**config.mk**
```make
export PLATFORM = sky130hd
export DESIGN_NAME = sdspi_boot
export DESIGN_NICKNAME = d
export VERILOG_FILES = /design/src/rtl/sdspi_pkg.sv /design/src/rtl/sdspi_tick.sv /design/src/rtl/sdspi_shift.sv /design/src/rtl/sdspi_seq.sv /design/src/rtl/sdspi_boot.sv
export SDC_FILE = /design/constraint.sdc
export NUM_CORES = 1
export LEC_CHECK = 0
export BUFFER_PORTS_ARGS = -buffer_cell sky130_fd_sc_hd__buf_4
export CORE_MARGIN = 4
export CORE_UTILIZATION = 60
export CTS_CLUSTER_DIAMETER = 120
export CTS_CLUSTER_SIZE = 10
export DETAILED_ROUTE_END_ITERATION = 12
export PLACE_DENSITY = 0.76
export SYNTH_ARGS = -nofsm -noshare
export SYNTH_HDL_FRONTEND = slang
export SYNTH_HIERARCHICAL = 1
export SYNTH_SLANG_ARGS = --single-unit
```
**constraint.sdc**
```tcl
create_clock -name clk -period 3.3 [get_ports clk]
set_clock_uncertainty 0.2 [all_clocks]
set_input_delay 0.165 -clock clk [delete_from_list [all_inputs] [get_ports clk]]
set_output_delay 0.165 -clock clk [all_outputs]
set_load 0.05 [all_outputs]
```
**src/rtl/sdspi_pkg.sv**
```systemverilog
package sdspi_pkg;

  typedef enum logic [2:0] {
    ST_IDLE, ST_WAKE, ST_FRAME, ST_POLL, ST_EXTRA, ST_TAIL
  } st_t;

  typedef enum logic [2:0] {
    C_RESET, C_IFCHK, C_APP, C_INIT, C_BLKLEN
  } cmd_t;

  typedef enum logic [1:0] {
    NX_MORE, NX_OK, NX_FAIL
  } nx_t;

  function automatic logic [5:0] cmd_index(cmd_t c);
    case (c)
      C_RESET:  return 6'd0;
      C_IFCHK:  return 6'd8;
      C_APP:    return 6'd55;
      C_INIT:   return 6'd41;
      default:  return 6'd16;
    endcase
  endfunction

  function automatic logic [31:0] cmd_arg(cmd_t c, logic high_cap);
    case (c)
      C_IFCHK:  return 32'h0000_01AA;
      C_INIT:   return high_cap ? 32'h4000_0000 : 32'h0000_0000;
      C_BLKLEN: return 32'h0000_0200;
      default:  return 32'h0000_0000;
    endcase
  endfunction

  function automatic logic [7:0] cmd_crc(cmd_t c);
    case (c)
      C_RESET: return 8'h95;
      C_IFCHK: return 8'h87;
      default: return 8'h00;
    endcase
  endfunction

  // Byte number pos (0..5) of a command frame.
  function automatic logic [7:0] frame_byte(cmd_t c, logic high_cap, logic [2:0] pos);
    logic [31:0] a;
    a = cmd_arg(c, high_cap);
    case (pos)
      3'd0:    return {2'b01, cmd_index(c)};
      3'd1:    return a[31:24];
      3'd2:    return a[23:16];
      3'd3:    return a[15:8];
      3'd4:    return a[7:0];
      3'd5:    return cmd_crc(c);
      default: return 8'hFF;
    endcase
  endfunction

  function automatic logic is_answer(logic [7:0] b);
    return !b[7];
  endfunction

endpackage

```
**src/rtl/sdspi_tick.sv**
```systemverilog
module sdspi_tick #(
  parameter int DIV = 2
) (
  input  logic clk,
  input  logic rst_n,
  input  logic en,
  output logic tick
);
  localparam int W = (DIV > 1) ? $clog2(DIV) : 1;
  localparam logic [W-1:0] LAST = W'(DIV - 1);

  logic [W-1:0] cnt;

  always_ff @(posedge clk) begin
    if (!rst_n)           cnt <= '0;
    else if (!en)         cnt <= '0;
    else if (cnt == LAST) cnt <= '0;
    else                  cnt <= cnt + W'(1);
  end

  assign tick = en && (cnt == LAST);
endmodule

```
**src/rtl/sdspi_shift.sv**
```systemverilog
module sdspi_shift #(
  parameter int DIV = 2
) (
  input  logic       clk,
  input  logic       rst_n,
  input  logic       go,
  input  logic [7:0] tx,
  input  logic       miso,
  output logic       done,
  output logic [7:0] rx,
  output logic       sck,
  output logic       mosi
);
  logic       active, sck_q, done_q, tick;
  logic [7:0] txs, rxs;
  logic [2:0] bitn;

  sdspi_tick #(.DIV(DIV)) u_tick (
    .clk  (clk),
    .rst_n(rst_n),
    .en   (active),
    .tick (tick)
  );

  always_ff @(posedge clk) begin
    if (!rst_n) begin
      active <= 1'b0;
      sck_q  <= 1'b0;
      done_q <= 1'b0;
      txs    <= 8'hFF;
      rxs    <= 8'hFF;
      bitn   <= 3'd0;
    end else begin
      done_q <= 1'b0;
      if (!active) begin
        if (go) begin
          active <= 1'b1;
          txs    <= tx;
          bitn   <= 3'd0;
        end
      end else if (tick) begin
        if (!sck_q) begin
          sck_q <= 1'b1;                       // rising edge: sample
          rxs   <= {rxs[6:0], miso};
        end else begin
          sck_q <= 1'b0;                       // falling edge: next bit
          if (bitn == 3'd7) begin
            active <= 1'b0;
            done_q <= 1'b1;
            txs    <= 8'hFF;
          end else begin
            bitn <= bitn + 3'd1;
            txs  <= {txs[6:0], 1'b1};
          end
        end
      end
    end
  end

  assign mosi = txs[7];
  assign sck  = sck_q;
  assign done = done_q;
  assign rx   = rxs;
endmodule

```
**src/rtl/sdspi_seq.sv**
```systemverilog
module sdspi_seq
  import sdspi_pkg::*;
#(
  parameter int WAKE_BYTES  = 10,
  parameter int POLL_LIMIT  = 8,
  parameter int RETRY_LIMIT = 1000
) (
  input  logic       clk,
  input  logic       rst_n,
  input  logic       start,
  input  logic       done,
  input  logic [7:0] rx,
  output logic       go,
  output logic [7:0] tx,
  output logic       cs_n,
  output logic       busy,
  output logic       ready,
  output logic       error,
  output logic       card_new,
  output logic [7:0] last_r1,
  output logic       ev_timeout,
  output logic       ev_retry_over
);
  localparam int CMAX0 = (WAKE_BYTES > POLL_LIMIT) ? WAKE_BYTES : POLL_LIMIT;
  localparam int CMAX  = (CMAX0 > 6) ? CMAX0 : 6;
  localparam int CW    = $clog2(CMAX + 1);
  localparam int TW    = $clog2(RETRY_LIMIT + 1);

  st_t          st, st_d;
  cmd_t         cmd, cmd_d;
  nx_t          nx, nx_d;
  logic [CW-1:0] cnt, cnt_d;
  logic [TW-1:0] tries, tries_d;
  logic          inflight, inflight_d;
  logic          hc, hc_d, rdy, rdy_d, err, err_d, cs_q, cs_d;
  logic [7:0]    r1, r1_d;

  assign go = (st != ST_IDLE) && !inflight;

  always_comb begin
    case (st)
      ST_FRAME: tx = frame_byte(cmd, hc, cnt[2:0]);
      default:  tx = 8'hFF;
    endcase
  end

  always_comb begin
    st_d = st; cmd_d = cmd; nx_d = nx; cnt_d = cnt; tries_d = tries;
    hc_d = hc; rdy_d = rdy; err_d = err; r1_d = r1;
    inflight_d = inflight;
    if (go)   inflight_d = 1'b1;
    if (done) inflight_d = 1'b0;
    ev_timeout    = 1'b0;
    ev_retry_over = 1'b0;
    case (st)
      ST_IDLE: if (start) begin
        st_d = ST_WAKE; cmd_d = C_RESET; nx_d = NX_MORE;
        cnt_d = '0; tries_d = '0;
        hc_d = 1'b0; rdy_d = 1'b0; err_d = 1'b0; r1_d = 8'hFF;
      end
      ST_WAKE: if (done) begin
        if (cnt == CW'(WAKE_BYTES - 1)) begin st_d = ST_FRAME; cnt_d = '0; end
        else cnt_d = cnt + CW'(1);
      end
      ST_FRAME: if (done) begin
        if (cnt == CW'(5)) begin st_d = ST_POLL; cnt_d = '0; end
        else cnt_d = cnt + CW'(1);
      end
      ST_POLL: if (done) begin
        if (is_answer(rx)) begin
          r1_d = rx; cnt_d = '0; st_d = ST_TAIL;
          case (cmd)
            C_RESET: if (rx == 8'h01) cmd_d = C_IFCHK; else nx_d = NX_FAIL;
            C_IFCHK: begin
              if (rx == 8'h01)      begin hc_d = 1'b1; st_d = ST_EXTRA; end
              else if (rx == 8'h05) cmd_d = C_APP;
              else                  nx_d = NX_FAIL;
            end
            C_APP: if (rx[7:1] == 7'd0) cmd_d = C_INIT; else nx_d = NX_FAIL;
            C_INIT: begin
              if (rx == 8'h00) cmd_d = C_BLKLEN;
              else if (rx == 8'h01) begin
                if (tries == TW'(RETRY_LIMIT - 1)) begin
                  nx_d = NX_FAIL; ev_retry_over = 1'b1;
                end else begin
                  tries_d = tries + TW'(1); cmd_d = C_APP;
                end
              end else nx_d = NX_FAIL;
            end
            default: if (rx == 8'h00) nx_d = NX_OK; else nx_d = NX_FAIL;
          endcase
        end else if (cnt == CW'(POLL_LIMIT - 1)) begin
          r1_d = 8'hFF; ev_timeout = 1'b1; nx_d = NX_FAIL;
          st_d = ST_TAIL; cnt_d = '0;
        end else cnt_d = cnt + CW'(1);
      end
      ST_EXTRA: if (done) begin
        if (cnt == CW'(3)) begin
          st_d = ST_TAIL; cnt_d = '0;
          if (rx == 8'hAA) cmd_d = C_APP; else nx_d = NX_FAIL;
        end else cnt_d = cnt + CW'(1);
      end
      default: if (done) begin        // ST_TAIL
        if (nx == NX_MORE) st_d = ST_FRAME;
        else begin
          st_d  = ST_IDLE;
          rdy_d = (nx == NX_OK);
          err_d = (nx == NX_FAIL);
        end
      end
    endcase
    cs_d = !(st_d == ST_FRAME || st_d == ST_POLL || st_d == ST_EXTRA);
  end

  always_ff @(posedge clk) begin
    if (!rst_n) begin
      st <= ST_IDLE; cmd <= C_RESET; nx <= NX_MORE;
      cnt <= '0; tries <= '0; inflight <= 1'b0;
      hc <= 1'b0; rdy <= 1'b0; err <= 1'b0; r1 <= 8'hFF; cs_q <= 1'b1;
    end else begin
      st <= st_d; cmd <= cmd_d; nx <= nx_d;
      cnt <= cnt_d; tries <= tries_d; inflight <= inflight_d;
      hc <= hc_d; rdy <= rdy_d; err <= err_d; r1 <= r1_d; cs_q <= cs_d;
    end
  end

  assign cs_n     = cs_q;
  assign busy     = (st != ST_IDLE);
  assign ready    = rdy;
  assign error    = err;
  assign card_new = hc;
  assign last_r1  = r1;
endmodule

```
**src/rtl/sdspi_boot.sv**
```systemverilog
module sdspi_boot #(
  parameter int CLK_DIV     = 125,
  parameter int WAKE_CYCLES = 80,
  parameter int POLL_LIMIT  = 8,
  parameter int RETRY_LIMIT = 1000
) (
  input  logic       clk,
  input  logic       rst_n,
  input  logic       start,
  input  logic       miso,
  output logic       cs_n,
  output logic       sck,
  output logic       mosi,
  output logic       busy,
  output logic       ready,
  output logic       error,
  output logic       card_new,
  output logic [7:0] last_r1
);
  localparam int WAKE_BYTES = (WAKE_CYCLES + 7) / 8;

  logic       go, byte_done, ev_timeout, ev_retry_over;
  logic [7:0] tx_byte, rx_byte;

  sdspi_shift #(.DIV(CLK_DIV)) u_shift (
    .clk (clk),
    .rst_n(rst_n),
    .go  (go),
    .tx  (tx_byte),
    .miso(miso),
    .done(byte_done),
    .rx  (rx_byte),
    .sck (sck),
    .mosi(mosi)
  );

  sdspi_seq #(
    .WAKE_BYTES (WAKE_BYTES),
    .POLL_LIMIT (POLL_LIMIT),
    .RETRY_LIMIT(RETRY_LIMIT)
  ) u_seq (
    .clk          (clk),
    .rst_n        (rst_n),
    .start        (start),
    .done         (byte_done),
    .rx           (rx_byte),
    .go           (go),
    .tx           (tx_byte),
    .cs_n         (cs_n),
    .busy         (busy),
    .ready        (ready),
    .error        (error),
    .card_new     (card_new),
    .last_r1      (last_r1),
    .ev_timeout   (ev_timeout),
    .ev_retry_over(ev_retry_over)
  );
endmodule

```
==> results of run 1 <==
==> routing by layer <==
layer | track usage | wire (um) | vias up
met4 | 0.0977 | 120 | 0
met2 | 0.362 | 4160 | 121
met1 | 0.315 | 3990 | 1651
met5 | 0 | 0 | -
li1 | - | - | 1711
met3 | 0.0596 | 531 | 14
==> worst max-delay path by stage <==
stage / slack (ns) / from / end
detailed placement: 0.57 / u_seq/st[0]$_SDFF_PN0_ / u_shift/txs[7]$_SDFFE_PN1P_
global route: 0.28 / u_seq/cnt[0]$_SDFFE_PN0P_ / u_shift/txs[4]$_SDFFE_PN1P_
finish: 0.47 / u_seq/st[0]$_SDFF_PN0_ / u_shift/txs[7]$_SDFFE_PN1P_
global placement: 0.61 / u_seq/st[0]$_SDFF_PN0_ / u_shift/txs[7]$_SDFFE_PN1P_
CTS: 0.55 / u_seq/st[0]$_SDFF_PN0_ / u_shift/txs[7]$_SDFFE_PN1P_
floorplan: 0.96 / u_seq/cnt[1]$_SDFFE_PN0P_ / u_shift/txs[2]$_SDFFE_PN1P_
==> cell usage in the layout, fill, tap and decap left out, types with 4 or more instances in the layout <==
master,instances
o211ai_1,6
clkbuf_8,12
nor2_1,44
mux2i_1,9
buf_4,19
dfxtp_1,64
a221o_1,4
nand4_1,4
and2_1,5
a211oi_1,4
o21ai_0,25
a21oi_1,23
nor3_1,15
nand2_1,47
nand3b_1,5
nor4_1,7
o21ai_1,10
or3_1,9
nor3b_1,6
nand2b_1,7
nand3_1,41
a31oi_1,4
or4_1,5
inv_1,14
ha_1,11
==> flip-flops by register name, summed over array words and instances (netlist names), 2 cells and up <==
| name | flops |
|---|---|
| u_seq/tries | 10 |
| u_seq/last_r1 | 8 |
| u_shift/rx | 8 |
| u_shift/txs | 8 |
| u_shift/u_tick/cnt | 7 |
| u_seq/cnt | 4 |
| u_seq/cmd | 3 |
| u_seq/st | 3 |
| u_shift/bitn | 3 |
| u_seq/nx | 2 |
==> through the flow <==
stage                     power, uW  area (sq um)
after global routing           1840          4000
after floorplan                1090          3740
after global placement         1130          3800
final                          1750          4000
after CTS                      1770          4000
after detailed placement       1140          3800
==> power by group through the flow <==
stage / sequential [uW] / combinational, uW / clock, uW
floorplan: 846 / 244 / 0
global placement: 849 / 281 / 0
detailed placement: 851 / 285 / 0
CTS: 834 / 287 / 646
global route: 839 / 317 / 680
finish: 835 / 291 / 627
==> worst max-delay path, delay by kind of cell, from the launching register on <==
family / cells / cell delay, ns
DFF: 1 / 0.78
and+or+nand+nor: 5 / 1.28
AOI/OAI and AO/OA: 1 / 0.51
==> area by class of cell <==
type,count,share of cell area
Multi-Input combinational cell,359,0.558
Sequential cell,64,0.321
Clock buffer,14,0.0432
Timing Repair Buffer,20,0.0382
Tap cell,75,0.0235
Inverter,14,0.0131
Clock inverter,2,0.00313
==> results.py, run 1 <==
metrics = {
    "status": {
        "status": "completed",
    },
    "final_layout": {
        "syn_to_final_growth_pct": 6.96,
        "antenna_cells": 0,
        "seq_area_sq_um": 1280,
        "final_core_util": 0.667,
        "fill_cells": 537,
        "multi_input_area_sq_um": 2230,
        "nets": 483,
        "stdcell_count": 548,
        "drive_gt1_frac": 0.110,
    },
    "drt": {
        "wl_um": 8790,
        "firstDrtPassIters": 6,
        "vias": 3497,
        "final_antenna_net_count": 0,
        "avgRoutedWirePerCell_um": 16.0,
        "drc": 0,
        "vias_per_cell": 6.38,
        "drt_iter0_drc": 395,
    },
    "clock_tree": {
        "cts-root-buf": "clkbuf_8",
        "clk_path_buf_depth": 2,
        "htreeDepth": 3,
        "cts.repair.resized": 0,
        "cts_sinks": 64,
        "post-cts-setup-buffers": 0,
        "hold_buffers": 1,
        "clock_latency_ns": 0.34,
        "cts_buffers": 9,
        "cts.clk_slew.worst_paths_ns": 0.07,
        "cts_tree": "yes",
    },
    "pwr": {
        "seqPwrFrac": 0.476,
        "comb_power_share": 0.166,
        "switchingPower_uw": 509,
        "powerDensity_nw_per_um2": 438,
        "peakVddDrop_mv": 0.445,
        "p_clk_frac": 0.358,
        "intPower_uw": 1240,
        "swShare": 0.290,
        "p_leak_uw": 0.00143,
    },
    "synthesis": {
        "synthesis.area_sq_um": 3740,
        "yosys_warnings": 6,
        "syn_inst": 468,
        "synth_nets": 483,
        "synth_area_per_cell_sq_um": 7.99,
    },
    "setup_path": {
        "crit_required_ns": 3.38,
        "endpoint_kind": "register",
        "r2r.worst_path.cells": 6,
        "crit_chain": "or2_1 -> nor2_1 -> nor2_1 -> nand2b_1 -> a221o_2 -> nand3_1",
        "critPathSlowestCell": "dfxtp_1",
        "worstReg2RegEnd": "u_shift/txs[7]$_SDFFE_PN1P_",
        "r2r_start": "u_seq/st[0]$_SDFF_PN0_",
        "max_stage_delay_ns": 0.78,
        "arrival_ns": 2.91,
        "critPathMostFrequentCell": "nor2_1",
        "cp-start-kind": "register",
        "crit_fanout": 20,
        "crit_type": "register to register",
        "r2r_setup_slack_ns": 0.47,
    },
    "hold_path": {
        "worstHoldStart": "rst_n",
        "hold_depth": 2,
        "min_path_type": "input port to register",
        "min_to": "u_shift/txs[4]$_SDFFE_PN1P_",
    },
    "die": {
        "row_count": 28,
        "chipWidth_um": 86.9,
        "start_util": 0.624,
        "die-area_sq_um": 7560,
        "core_sq_um": 5990,
        "die_h_um": 86.9,
        "num_io_pins": 19,
    },
    "global_route": {
        "grt_use_total": 0.236,
        "grt_pass1_vias": 3070,
        "grt_overflow": 0,
        "grt_pass1_wl_um": 14300,
        "antenna_found_initial": 0,
        "grt_max_degree": 61,
    },
    "placement": {
        "place_congestion": 0.968,
        "port_buffers": 18,
        "place_ws_ns": 0.569,
        "post-dp-hpwl_um": 5990,
        "dpl.cell_count": 531,
    },
    "timing": {
        "tightest_slew_ns": 0.908,
        "rsz0062_at_grt": "false",
        "fin_crit_ns": 2.83,
        "finalSetupViolations": 0,
        "max_freq_mhz": 353,
        "finalCritPeriodShare": 0.858,
        "hold_viol_final": 0,
        "whs_ns": 0.0762,
        "tns_ns": 0,
        "setup_ws_ns": 0.469,
        "slew_headroom": 0.386,
        "slew_viol_final": 0,
    },
    "flow_run": {
        "drv_cap": 0,
    },
}
Power figures use the tool's default switching activity.
==> run 2: changes to the inputs <==
--- a/config.mk
+++ b/config.mk
@@ -5,7 +5,7 @@
 export SDC_FILE = /design/constraint.sdc
 export NUM_CORES = 1
 export LEC_CHECK = 0
-export BUFFER_PORTS_ARGS = -buffer_cell sky130_fd_sc_hd__buf_4
+export BUFFER_PORTS_ARGS = -buffer_cell sky130_fd_sc_hd__buf_2
 export CORE_MARGIN = 4
 export CORE_UTILIZATION = 60
 export CTS_CLUSTER_DIAMETER = 120
==> run 2 against run 1 <==
Net effect:
- routed wire length decreased by 1.7%
- flip-flop and latch count stayed put
- worst setup slack better by 0.060 ns
- critical path depth is the same
- via count shrank 0.63%
- worst hold slack lost 0.0066 ns
- largest cell class unchanged
- largest power group unchanged
- highest routed layer unchanged
==> results.py, run 2 (synthesis results as in run 1) <==
metrics = {
    "final_layout": {
        "final_core_util": 0.665,
        "nets": 483,
        "final_cell_mix": "64 x dfxtp_1, 47 x nand2_1, 44 x nor2_1",
        "antenna_cells": 0,
        "largest_reg_flops": 10,
        "top_register": "u_seq/tries",
        "syn_to_final_growth_pct": 6.63,
        "drive_gt1_frac": 0.112,
        "stdcell_count": 548,
        "final_common_cell": "dfxtp_1",
    },
    "drt": {
        "drc": 0,
        "avgRoutedWirePerCell_um": 15.8,
        "drt_iter0_drc": 294,
        "final_antenna_net_count": 0,
        "vias": 3475,
        "wl_um": 8640,
        "vias_per_cell": 6.34,
        "firstDrtPassIters": 5,
    },
    "setup_path": {
        "cp-start-kind": "register",
        "r2r_setup_slack_ns": 0.53,
        "cp-startpoint": "u_seq/st[0]$_SDFF_PN0_",
        "crit_required_ns": 3.37,
        "crit_fanout": 20,
        "arrival_ns": 2.84,
        "worstReg2RegEnd": "u_shift/txs[7]$_SDFFE_PN1P_",
        "r2r.worst_path.cells": 6,
        "endpoint_kind": "register",
        "cp-endpoint": "u_shift/txs[7]$_SDFFE_PN1P_",
        "r2r_start": "u_seq/st[0]$_SDFF_PN0_",
        "crit_type": "register to register",
    },
    "clock_tree": {
        "clk_path_buf_depth": 2,
        "clock_latency_ns": 0.34,
        "htreeDepth": 3,
        "cts.repair.resized": 0,
        "cts.clk_slew.worst_paths_ns": 0.07,
        "cts_tree": "yes",
        "cts-root-buf": "clkbuf_8",
        "cts_sinks": 64,
        "cts_buffers": 9,
    },
    "global_route": {
        "grt_use_total": 0.238,
        "grt_pass1_vias": 3053,
        "antenna_found_initial": 0,
        "grt_max_degree": 61,
        "grt_pass1_wl_um": 14500,
        "grt_overflow": 0,
    },
    "timing": {
        "slew_headroom": 0.336,
        "tightest_slew_ns": 0.996,
        "tns_ns": 0,
        "rsz0062_at_grt": "false",
        "hold_viol_final": 0,
        "max_freq_mhz": 361,
        "fin_crit_ns": 2.77,
        "finalCritPeriodShare": 0.840,
        "finalSetupViolations": 0,
        "setup_ws_ns": 0.528,
        "slew_viol_final": 0,
    },
    "flow_run": {
        "drv_cap": 0,
    },
    "pwr": {
        "p_leak_uw": 0.00143,
        "peakVddDrop_mv": 0.294,
        "powerDensity_nw_per_um2": 465,
        "power_uw": 1850,
    },
    "die": {
        "start_util": 0.624,
        "num_io_pins": 19,
        "chipWidth_um": 86.9,
        "die-area_sq_um": 7560,
        "die_h_um": 86.9,
        "core_sq_um": 5990,
        "row_count": 28,
    },
    "placement": {
        "place_congestion": 0.968,
        "place_ws_ns": 0.591,
        "port_buffers": 18,
        "post-dp-hpwl_um": 5910,
        "dpl.cell_count": 531,
    },
    "hold_path": {
        "min_path_type": "input port to register",
        "worstHoldStart": "start",
    },
    "status": {
        "status": "completed",
    },
}
## run 2: cell count changes in the layout (fill, tap and decap cells not counted)
cell        delta
bufinv_16      +1
clkbuf_8       +1
clkbuf_1       -1
clkinvlp_4     -1
buf_4         -18
buf_2         +18
## run 2: final cells by class
class                           instances  area (sq um)
Timing Repair Buffer                   20           108
Fill cell                             538          2010
Sequential cell                        64          1280
Multi-Input combinational cell        359          2230
Clock buffer                           14           183
Tap cell                               75          93.8
Clock inverter                          2          35.0
Inverter                               14          52.6
## run 2: through the flow
step                hold slack (ns)  instance area (sq um)
global placement              0.175                   3760
finish                       0.0696                   3990
floorplan                    0.0892                   3740
CTS                          0.0654                   3990
global route                 0.0968                   3990
detailed placement            0.180                   3760
## run 2: metal layers
layer | global-route usage | routed length, um
met5 | 0 | 0
met4 | 0.0992 | 239
met3 | 0.0501 | 459
met2 | 0.364 | 3970
met1 | 0.325 | 3970
## run 2: worst min-delay path by stage
stage | to | depth (start not counted) | slack [ns]
after detailed placement | u_shift/rx[0]$_SDFFE_PN1P_ | 3 | 0.18
after global routing | u_seq/cnt[1]$_SDFFE_PN0P_ | 4 | 0.1
after CTS | u_seq/cnt[1]$_SDFFE_PN0P_ | 4 | 0.07
final | u_seq/cnt[1]$_SDFFE_PN0P_ | 4 | 0.07
after global placement | u_shift/rx[0]$_SDFFE_PN1P_ | 3 | 0.17
after floorplan | u_shift/rx[0]$_SDFFE_PN1P_ | 2 | 0.09
## run 2: repair_timing
action | in CTS | in global routing
endpoints found under the hold margin | 1 | 0
setup buffers | 0 | 0
hold buffers | 1 | 0
## run 2: critical path, cell delays in order (launching register included)
cell	delay, ns
dfxtp_1	0.74
or2_1	0.32
nor2_1	0.12
nor2_1	0.27
nand2b_1	0.43
a221o_2	0.52
nand3_1	0.09
## run 2: power by group
part           switching, uW  internal (uW)  leakage [uW]  total, uW
sequential              32.9            801      0.000519        833
clock                    302            431      0.000113        733
combinational            180            105      0.000797        286
total                    515           1340       0.00143       1850
==> run 3: changes to the inputs <==
--- a/config.mk
+++ b/config.mk
@@ -7,11 +7,11 @@
 export LEC_CHECK = 0
 export BUFFER_PORTS_ARGS = -buffer_cell sky130_fd_sc_hd__buf_2
 export CORE_MARGIN = 4
-export CORE_UTILIZATION = 60
+export CORE_UTILIZATION = 55
 export CTS_CLUSTER_DIAMETER = 120
 export CTS_CLUSTER_SIZE = 10
 export DETAILED_ROUTE_END_ITERATION = 12
-export PLACE_DENSITY = 0.76
+export PLACE_DENSITY = 0.74
 export SYNTH_ARGS = -nofsm -noshare
 export SYNTH_HDL_FRONTEND = slang
 export SYNTH_HIERARCHICAL = 1
==> constraint.sdc (replaced) <==
create_clock -name clk -period 2.3 [get_ports clk]
set_clock_uncertainty 0.2 [all_clocks]
set_input_delay 0.115 -clock clk [delete_from_list [all_inputs] [get_ports clk]]
set_output_delay 0.115 -clock clk [all_outputs]
set_load 0.05 [all_outputs]
==> run 3 against run 2 <==
Net effect:
- flip-flop and latch count stayed put
- combinational power is 81% higher
- clock-buffer cell count down 4
- utilization grew 3.0 points
- cell count is 9.1% higher
- power rose by 46%
- register-to-register slack worse by 0.48 ns
- sequential power up 43%
- critical path depth fell by 1
==> results.py, run 3 (synthesis results as in run 1) <==
metrics = {
    "drt": {
        "drt_iter0_drc": 459,
        "vias_per_cell": 6.26,
        "avgRoutedWirePerCell_um": 15.8,
        "vias": 3743,
        "final_antenna_net_count": 0,
        "firstDrtPassIters": 5,
        "wl_um": 9440,
        "drc": 0,
    },
    "final_layout": {
        "final_design_area_no_fill_sq_um": 4490,
        "final_cell_mix": "59 x dfxtp_1, 47 x nand2_1, 45 x buf_4",
        "fill_cells": 517,
        "antenna_cells": 0,
        "nets": 531,
        "largest_reg_flops": 10,
        "stdcell_count": 598,
        "top_register": "u_seq/tries",
        "drive_gt1_frac": 0.236,
        "final_core_util": 0.695,
        "final_common_cell": "dfxtp_1",
        "syn_to_final_growth_pct": 20.2,
    },
    "timing": {
        "fin_crit_ns": 2.26,
        "slew_headroom": 0.553,
        "finalCritPeriodShare": 0.981,
        "max_freq_mhz": 443,
        "slew_viol_final": 0,
        "tightest_slew_ns": 0.670,
        "hold_viol_final": 0,
        "finalSetupViolations": 0,
    },
    "hold_path": {
        "min_path_type": "input port to register",
        "hold_depth": 4,
        "min_to": "u_seq/cnt[1]$_SDFFE_PN0P_",
        "worstHoldStart": "start",
    },
    "setup_path": {
        "cp-start-kind": "register",
        "endpoint_kind": "register",
        "worstReg2RegEnd": "u_seq/tries[3]$_SDFFE_PN0P_",
        "r2r.worst_path.cells": 5,
        "arrival_ns": 2.33,
        "crit_fanout": 6,
        "r2r_setup_slack_ns": 0.04,
        "crit_type": "register to register",
        "r2r_start": "u_shift/rx[5]$_SDFFE_PN1P_",
        "crit_required_ns": 2.37,
    },
    "die": {
        "chipWidth_um": 90.4,
        "core_sq_um": 6460,
        "die-area_sq_um": 8180,
        "num_io_pins": 19,
        "die_h_um": 90.4,
        "row_count": 29,
        "start_util": 0.579,
    },
    "global_route": {
        "grt_overflow": 0,
        "antenna_found_initial": 0,
        "grt_use_total": 0.225,
        "grt_pass1_wl_um": 15500,
        "grt_max_degree": 40,
        "grt_pass1_vias": 3354,
    },
    "clock_tree": {
        "cts.clk_slew.worst_paths_ns": 0.08,
        "cts-root-buf": "clkbuf_8",
        "cts_buffers": 9,
        "clock_latency_ns": 0.34,
        "cts_sinks": 64,
        "clk_path_buf_depth": 2,
        "htreeDepth": 3,
        "cts_tree": "yes",
    },
    "status": {
        "status": "completed",
    },
    "placement": {
        "dpl.cell_count": 575,
        "place_congestion": 0.894,
        "placed_area_sq_um": 4110,
        "port_buffers": 18,
        "post-dp-hpwl_um": 6340,
    },
    "pwr": {
        "p_leak_uw": 0.00168,
        "power_uw": 2700,
        "powerDensity_nw_per_um2": 600,
        "peakVddDrop_mv": 0.504,
    },
    "flow_run": {
        "drv_cap": 0,
    },
}
[run 3: cell types whose count changed in the layout (fill, tap and decap cells not counted), moves of 3 or more]
cell | previous run | this run
dfxtp_4 | 0 | 3
dfxtp_1 | 64 | 59
ha_1 | 11 | 6
buf_4 | 1 | 45
clkbuf_8 | 13 | 10
ha_2 | 0 | 4
[run 3: metal layers]
layer / up-vias / share of wire / GRT usage
met5: - / 0 / 0
met4: 0 / 0.016 / 0.0753
met3: 17 / 0.069 / 0.0583
met2: 179 / 0.48 / 0.370
met1: 1732 / 0.44 / 0.287
li1: 1815 / - / -
[run 3: layout make-up]
cell class / count / area (sq um) / area share
Clock buffer: 10 / 138 / 0.0306
Timing Repair Buffer: 67 / 489 / 0.109
Inverter: 14 / 52.6 / 0.0117
Tap cell: 77 / 96.3 / 0.0214
Multi-Input combinational cell: 360 / 2350 / 0.524
Sequential cell: 64 / 1290 / 0.288
Clock inverter: 6 / 67.6 / 0.0150
[run 3: critical path, cell delays in order (launching register included)]
cell     delay [ns]
dfxtp_4        0.37
or4_4          0.59
o21ai_4        0.21
nand3_4        0.13
or4_1          0.53
a21oi_1        0.15
[run 3: how the worst max path moves through the flow]
stage,start,to,slack [ns],cells after the start
floorplan,u_seq/cnt[1]$_SDFFE_PN0P_,u_shift/txs[2]$_SDFFE_PN1P_,0.06,10
global placement,u_seq/cnt[1]$_SDFFE_PN0P_,u_shift/txs[2]$_SDFFE_PN1P_,-0.03,10
detailed placement,u_seq/cnt[1]$_SDFFE_PN0P_,u_shift/txs[2]$_SDFFE_PN1P_,-0.07,10
CTS,u_shift/rx[5]$_SDFFE_PN1P_,u_seq/tries[5]$_SDFFE_PN0P_,0.008,5
global route,u_shift/rx[5]$_SDFFE_PN1P_,u_seq/tries[3]$_SDFFE_PN0P_,-0.009,5
finish,u_shift/rx[5]$_SDFFE_PN1P_,u_seq/tries[3]$_SDFFE_PN0P_,0.04,5
[run 3: stage by stage]
stage | hold slack (ns) | TNS (ns) | worst slack, ns
2_1_floorplan | 0.0392 | 0 | 0.0577
3_3_place_gp | 0.126 | -0.0275 | -0.0275
3_5_place_dp | 0.127 | -0.108 | -0.0700
4_1_cts | 0.0242 | 0 | 0.00837
5_1_grt | 0.0304 | -0.0112 | -0.00853
6_report | 0.0117 | 0 | 0.0440
[run 3: what timing repair did]
item,4_1_cts,5_1_grt
gates resized for setup,1,29
hold buffers,1,0
pin swaps,1,8
hold endpoints to repair,1,0
setup endpoints to repair,7,23
buffers inserted,0,5
cloned,0,1
[run 3: report_power, final]
part / internal, uW / leakage, uW / switching, uW
clock: 533 / 0.0000989 / 455
combinational: 225 / 0.00106 / 293
sequential: 1150 / 0.000521 / 42.3
total: 1910 / 0.00168 / 790
